===== src/rtl/cr_pkg.sv =====
package cr_pkg;

    localparam int XLEN       = 32;
    localparam int MSW_W      = 16;
    localparam int PAGE_SHIFT = 12;
    localparam int VEC_W      = 8;
    localparam int COP_VECTOR = 7;

    localparam int PG_BIT = 31;
    localparam int TS_BIT = 3;
    localparam int EM_BIT = 2;
    localparam int MP_BIT = 1;
    localparam int PE_BIT = 0;

    typedef enum logic [1:0] {
        SEL_MCW = 2'd0,
        SEL_RSV = 2'd1,
        SEL_PFA = 2'd2,
        SEL_PDB = 2'd3
    } reg_sel_e;

    typedef struct packed {
        logic pg;
        logic ts;
        logic em;
        logic mp;
        logic pe;
    } mcw_t;

    function automatic logic [XLEN-1:0] mcw_word(mcw_t m);
        logic [XLEN-1:0] w;
        w         = '0;
        w[PG_BIT] = m.pg;
        w[TS_BIT] = m.ts;
        w[EM_BIT] = m.em;
        w[MP_BIT] = m.mp;
        w[PE_BIT] = m.pe;
        return w;
    endfunction

    function automatic mcw_t mcw_from_word(logic [XLEN-1:0] w);
        mcw_t m;
        m.pg = w[PG_BIT];
        m.ts = w[TS_BIT];
        m.em = w[EM_BIT];
        m.mp = w[MP_BIT];
        m.pe = w[PE_BIT];
        return m;
    endfunction

    function automatic mcw_t msw_merge(mcw_t cur, logic [MSW_W-1:0] d);
        mcw_t m;
        m    = cur;
        m.ts = d[TS_BIT];
        m.em = d[EM_BIT];
        m.mp = d[MP_BIT];
        m.pe = cur.pe | d[PE_BIT];
        return m;
    endfunction

endpackage


===== src/rtl/cr_mcw.sv =====
module cr_mcw
    import cr_pkg::*;
(
    input  logic             clk,
    input  logic             rst,
    input  logic             full_we,
    input  logic [XLEN-1:0]  full_data,
    input  logic             msw_we,
    input  logic [MSW_W-1:0] msw_data,
    input  logic             task_switch,
    output mcw_t             q
);

    mcw_t nxt;

    always_comb begin
        nxt = q;
        if (full_we) begin
            nxt = mcw_from_word(full_data);
        end else if (msw_we) begin
            nxt = msw_merge(q, msw_data);
        end
        if (task_switch) begin
            nxt.ts = 1'b1;
        end
    end

    always_ff @(posedge clk) begin
        if (rst) begin
            q <= '0;
        end else begin
            q <= nxt;
        end
    end

    assert_reset_clear_R1: assert property (@(posedge clk)
        rst |=> (q == '0));

    assert_pe_sticky_R3: assert property (@(posedge clk) disable iff (rst)
        (q.pe && msw_we && !full_we) |=> q.pe);

    assert_pg_kept_R3: assert property (@(posedge clk) disable iff (rst)
        (msw_we && !full_we) |=> (q.pg == $past(q.pg)));

    assert_ts_set_R4: assert property (@(posedge clk) disable iff (rst)
        task_switch |=> q.ts);

    assert_full_wins_R11: assert property (@(posedge clk) disable iff (rst)
        (full_we && msw_we && !task_switch) |=> (q.pe == $past(full_data[PE_BIT])));

endmodule


===== src/rtl/cr_addr_regs.sv =====
module cr_addr_regs
    import cr_pkg::*;
#(
    parameter int SHIFT = PAGE_SHIFT
) (
    input  logic            clk,
    input  logic            rst,
    input  logic            pfa_we,
    input  logic            pdb_we,
    input  logic [XLEN-1:0] wdata,
    input  logic            pf_valid,
    input  logic [XLEN-1:0] pf_addr,
    input  logic            task_switch,
    output logic [XLEN-1:0] pfa_q,
    output logic [XLEN-1:0] pdb_q,
    output logic            flush
);

    localparam int BASE_W = XLEN - SHIFT;

    logic [BASE_W-1:0] pdb_base;

    always_ff @(posedge clk) begin
        if (rst) begin
            pfa_q    <= '0;
            pdb_base <= '0;
            flush    <= 1'b0;
        end else begin
            if (pf_valid) begin
                pfa_q <= pf_addr;
            end else if (pfa_we) begin
                pfa_q <= wdata;
            end
            if (pdb_we) begin
                pdb_base <= wdata[XLEN-1:SHIFT];
            end
            flush <= task_switch | pdb_we;
        end
    end

    assign pdb_q = {pdb_base, {SHIFT{1'b0}}};

    logic unused_low_bits;
    assign unused_low_bits = ^wdata[SHIFT-1:0];

    assert_pf_capture_R7: assert property (@(posedge clk) disable iff (rst)
        pf_valid |=> (pfa_q == $past(pf_addr)));

    assert_pdb_low_zero_R8: assert property (@(posedge clk) disable iff (rst)
        pdb_we |=> (pdb_q[SHIFT-1:0] == '0));

    assert_flush_on_switch_R9: assert property (@(posedge clk) disable iff (rst)
        (task_switch || pdb_we) |=> flush);

    assert_flush_idle_R9: assert property (@(posedge clk) disable iff (rst)
        (!task_switch && !pdb_we) |=> !flush);

endmodule


===== src/rtl/cr_cop_trap.sv =====
module cr_cop_trap
    import cr_pkg::*;
#(
    parameter int VECTOR = COP_VECTOR
) (
    input  logic             clk,
    input  logic             rst,
    input  mcw_t             mcw,
    input  logic             esc_op,
    input  logic             wait_op,
    output logic             exc_valid,
    output logic [VEC_W-1:0] exc_vector
);

    logic esc_trap;
    logic wait_trap;

    assign esc_trap  = esc_op  & (mcw.em | mcw.ts);
    assign wait_trap = wait_op & mcw.mp & mcw.ts;

    always_ff @(posedge clk) begin
        if (rst) begin
            exc_valid  <= 1'b0;
            exc_vector <= '0;
        end else begin
            exc_valid  <= esc_trap | wait_trap;
            exc_vector <= (esc_trap | wait_trap) ? VEC_W'(VECTOR) : '0;
        end
    end

    assert_esc_em_R5: assert property (@(posedge clk) disable iff (rst)
        (esc_op && mcw.em) |=> exc_valid);

    assert_vector_R5: assert property (@(posedge clk) disable iff (rst)
        exc_valid |-> (exc_vector == VEC_W'(VECTOR)));

    assert_wait_trap_R6: assert property (@(posedge clk) disable iff (rst)
        (wait_op && mcw.mp && mcw.ts) |=> exc_valid);

    assert_wait_quiet_R6: assert property (@(posedge clk) disable iff (rst)
        (wait_op && !esc_op && !(mcw.mp && mcw.ts)) |=> !exc_valid);

endmodule


===== src/rtl/cr_file_top.sv =====
module cr_file_top
    import cr_pkg::*;
(
    input  logic        clk,
    input  logic        rst,
    input  logic        wr_en,
    input  logic [1:0]  wr_sel,
    input  logic [31:0] wr_data,
    input  logic        msw_ld,
    input  logic [15:0] msw_data,
    input  logic [1:0]  rd_sel,
    output logic [31:0] rd_data,
    output logic [15:0] msw_out,
    input  logic        task_switch,
    input  logic        pf_valid,
    input  logic [31:0] pf_addr,
    input  logic        esc_op,
    input  logic        wait_op,
    output logic        exc_valid,
    output logic [7:0]  exc_vector,
    output logic        tlb_flush,
    output logic        paging_en,
    output logic        prot_en
);

    reg_sel_e        wsel;
    reg_sel_e        rsel;
    mcw_t            mcw;
    logic [XLEN-1:0] mcw_w;
    logic [XLEN-1:0] pfa_q;
    logic [XLEN-1:0] pdb_q;

    assign wsel = reg_sel_e'(wr_sel);
    assign rsel = reg_sel_e'(rd_sel);

    cr_mcw u_mcw (
        .clk         (clk),
        .rst         (rst),
        .full_we     (wr_en && (wsel == SEL_MCW)),
        .full_data   (wr_data),
        .msw_we      (msw_ld),
        .msw_data    (msw_data),
        .task_switch (task_switch),
        .q           (mcw)
    );

    cr_addr_regs #(.SHIFT(PAGE_SHIFT)) u_addr (
        .clk         (clk),
        .rst         (rst),
        .pfa_we      (wr_en && (wsel == SEL_PFA)),
        .pdb_we      (wr_en && (wsel == SEL_PDB)),
        .wdata       (wr_data),
        .pf_valid    (pf_valid),
        .pf_addr     (pf_addr),
        .task_switch (task_switch),
        .pfa_q       (pfa_q),
        .pdb_q       (pdb_q),
        .flush       (tlb_flush)
    );

    cr_cop_trap #(.VECTOR(COP_VECTOR)) u_trap (
        .clk        (clk),
        .rst        (rst),
        .mcw        (mcw),
        .esc_op     (esc_op),
        .wait_op    (wait_op),
        .exc_valid  (exc_valid),
        .exc_vector (exc_vector)
    );

    assign mcw_w     = mcw_word(mcw);
    assign msw_out   = mcw_w[MSW_W-1:0];
    assign paging_en = mcw.pg;
    assign prot_en   = mcw.pe;

    always_comb begin
        case (rsel)
            SEL_MCW: rd_data = mcw_w;
            SEL_PFA: rd_data = pfa_q;
            SEL_PDB: rd_data = pdb_q;
            default: rd_data = '0;
        endcase
    end

    assert_rsv_write_R10: assert property (@(posedge clk) disable iff (rst)
        (wr_en && wsel == SEL_RSV && !msw_ld && !task_switch && !pf_valid)
            |=> ($stable(mcw) && $stable(pfa_q) && $stable(pdb_q)));

    assert_rsv_read_R10: assert property (@(posedge clk) disable iff (rst)
        (rsel == SEL_RSV) |-> (rd_data == '0));

    assert_reserved_bits_R2: assert property (@(posedge clk) disable iff (rst)
        (msw_out[15:4] == '0));

endmodule


===== config.mk =====
export PLATFORM = sky130hd
export DESIGN_NAME = cr_file_top
export DESIGN_NICKNAME = d
export VERILOG_FILES = /design/src/rtl/cr_pkg.sv /design/src/rtl/cr_mcw.sv /design/src/rtl/cr_addr_regs.sv /design/src/rtl/cr_cop_trap.sv /design/src/rtl/cr_file_top.sv
export SDC_FILE = /design/constraint.sdc
export NUM_CORES = 1
export LEC_CHECK = 0
export BUFFER_PORTS_ARGS = -buffer_cell sky130_fd_sc_hd__buf_2
export CAP_MARGIN = 20
export CORE_MARGIN = 2
export CORE_UTILIZATION = 43
export CTS_CLUSTER_DIAMETER = 30
export DETAILED_ROUTE_END_ITERATION = 12
export PLACE_DENSITY = 0.8
export SYNTH_ARGS = -nofsm -noshare
export SYNTH_HDL_FRONTEND = slang
export SYNTH_SLANG_ARGS = --single-unit

===== constraint.sdc =====
create_clock -name clk -period 1 [get_ports clk]
set_input_delay 0.1 -clock clk [delete_from_list [all_inputs] [get_ports clk]]
set_output_delay 0.1 -clock clk [all_outputs]
set_load 0.05 [all_outputs]

==> results.md <==
* Area growth syn-to-layout at 60.53%
* Achievable Freq at slightly above 0.7 GHz
* Largest net degree at the start of global routing at 36
* Top cell type's share of synthesized area at 0.3365
* Vias in the first global route at about 3.6k
* Gr usage total at 0.2416
* Post-synth cell types at 29
* Synth area leaders: dfxtp_1 34%, a2111oi_2 14%, nor3_2 8.6%
* Inserted Clock Buffers at 9
* Final setup margin at -0.4199 ns
* #FFs+latches synth at 59
* Fin crit period at ~1.4 ns
* Maximum VDD drop at about 0.57 mV
* Worst Reg-to-Reg Cells at 5
* Final worst path period share at 1.420
* Outcome: finished with violations
* CTS tree: built
* Gate Count Post-Synth at ~390
* First-pass GRT wire length at between 15000 and 20000 um
* Asr flop ratio synth at 0
* DIE WIDTH at 94.35 um
* WHS Endpoint: u_addr.pdb_base[9]
* Worst reg2reg endpoint: u_trap.exc_vector[1]
* Final core utilization at 0.7216
* Dpl cell area at 0.004427 mm^2
* H-Tree Depth at 3
* Synthesized area at approximately 0.0035 mm^2
* Drc violations at 0
* 1st-pass router iterations at 4
* WHS Path Cells at 3
* Placed wire-length estimate at around 6600 um
* 1st-iter DRT viols at 150
* CP Launch Type: flip-flop
* Layout cells sized above 1 at 0.6934
* Power per cell area at 1259 mW/mm^2
* Total wire length at roughly 11000 um
* DRT antenna net count at 0
* Setup Total Neg Slack at -4.622 ns
* Met3 WL at 442 um
* Max Clock Skew at around 0.0018 ns
* CP arrival at ~1.3 ns
* Clock-pin slew on the worst setup and hold paths at around 0.080 ns
* GRT Residual Overflow at 0
* Final Power at just over 7 mW
* Hold/Removal Path Class: primary input to flip-flop
* Register area at about 0.0013 mm^2
* Fillers at 552
* Core area at just under 0.008 mm^2
* MaxCap Viol Count at 0
* Top Metal Used: met4
* Clock root cell: clkbuf_8
* Final hold viol count at 0
* Worst EP required at 0.90 ns
* Fin area at approximately 0.0056 mm^2
* Initial antenna violation count at 1
* Register area share after synthesis at 0.3365
* Total of warnings raised by yosys at 0
* Synth Area per Inst at roughly 9.1 um^2
* Area leader, netlist: dfxtp_1
* Row Count at 32
* Vias/cell at 5.286
* P_leak at ~2.4 nW
* Post-Route M1 WL at approximately 4400 um
* Failing checks: negative setup slack
* Setup CP Type: flip-flop to primary output
* Area of the multi-input gates at about 0.0023 mm^2
* Top FF cell, synth: dfxtp_1
* Initial Utilization at 0.4495
* Met2 routed WL at 5906 um
* Post-synth EDFFs at 0
* Routability cong. at ~0.8
* Number of nets in the final layout at roughly 640
* Die span in y at approximately 94 um
* Die area at 0.008901 mm^2
* Worst R2R Setup Slack at -0.11 ns
* Reg2reg start: u_mcw.q[1]
* Clock Path Buffers at 2
* Port buffer count at 122
* Io pins at approximately 150
* Setup crit end kind: primary output
* Final setup vio count at 39
* CP max FO at 2
* Final slew viol count at 0
* Vias post-DR at ~3.4k
* Wirelength per Cell at approximately 17 um
* WHS at 0.01091 ns
* Unrepaired setup endpoints after global routing: yes
* Clk_lat worst skew at around 0.33 ns
* Hold_sp: wr_data[21]
* Clock sink count at 59
cells in the mapped netlist, types with 10 or more instances:
master,instances
nor3_2,30
nor3_1,35
a21oi_1,22
a2111oi_2,32
nor2_1,10
buf_4,23
nor2b_1,20
nand2_1,40
inv_1,33
dfxtp_1,59
mux2i_1,27
buf_2,13
metrics by stage:
stage | std cells | worst slack, ns
2_1_floorplan | 402 | -0.05737
3_3_place_gp | 595 | -0.1674
3_5_place_dp | 595 | -0.2059
4_1_cts | 639 | -0.4150
5_1_grt | 651 | -0.4588
6_report | 651 | -0.4199
power breakdown:
part	leakage, nW	switching (mW)	internal (mW)
sequential	0.507	0.141	2.52
clock	0.104	0.997	1.29
combinational	1.76	1.17	0.970
worst max-delay path, stage by stage, from the launching register on:
cell and delay (ns):
dfxtp_2 0.32, mux2_4 0.27, a22o_4 0.25, buf_8 0.15
registers in the layout, indices dropped and copies added (netlist names):
name and cells:
u_addr.flush 1, u_addr.pdb_base 20, u_addr.pfa_q 32, u_mcw.q 5, u_trap.exc_vector 1
layout by cell type, fill, tap and decap left out, drive strengths merged, types with 2 or more instances in the layout:
cell type  count
nor2          10
conb          17
mux2i         27
dfxtp         59
clkbuf        11
nor3          65
and2           8
a2111oi       32
buf          184
a21oi         22
clkinvlp       2
inv           34
a211oi         3
clkinv         2
nand2         40
nor2b         20
worst max-delay path by stage:
stage / cells after the start / startpoint / endpoint / slack (ns)
2_1_floorplan: 3 / rd_sel[1] / rd_data[13] / -0.06
3_3_place_gp: 6 / rd_sel[0] / rd_data[5] / -0.17
3_5_place_dp: 5 / wr_sel[0] / u_addr.pfa_q[13] / -0.21
4_1_cts: 3 / u_addr.pfa_q[31] / rd_data[31] / -0.41
5_1_grt: 3 / u_addr.pfa_q[31] / rd_data[31] / -0.46
6_report: 3 / u_addr.pfa_q[31] / rd_data[31] / -0.42
cell type report:
type | instances | share of cell area
Multi-Input combinational cell | 254 | 0.4122
Timing Repair Buffer | 186 | 0.2811
Sequential cell | 59 | 0.2243
Clock buffer | 10 | 0.02643
Tap cell | 102 | 0.02265
Inverter | 33 | 0.02199
Clock inverter | 6 | 0.01088
Antenna cell | 1 | 0.0004441
cells by family after synthesis:
kind of cell,count (synthesis),share of synthesized area
buffers and inverters,89,0.1469
other,1,0.001068
muxes,28,0.08021
DFF,59,0.3365
AOI/OAI and AO/OA,61,0.1857
and+or+nand+nor,148,0.2496
layer usage:
metal / global-route usage / vias to the layer above
met5: 0 / -
met4: 0.1208 / 0
met3: 0.03591 / 34
met2: 0.4387 / 121
met1: 0.2750 / 1676
li1: - / 1610
repair_timing:
action / 4_1_cts / 5_1_grt
hold buffers: 1 / 0
setup endpoints to repair: 43 / 41
setup buffers: 27 / 11
hold endpoints to repair: 1 / 0
resized for setup: 154 / 67
gates cloned: 0 / 0
pin swaps: 4 / 1
(Power assumes the default switching activity.)
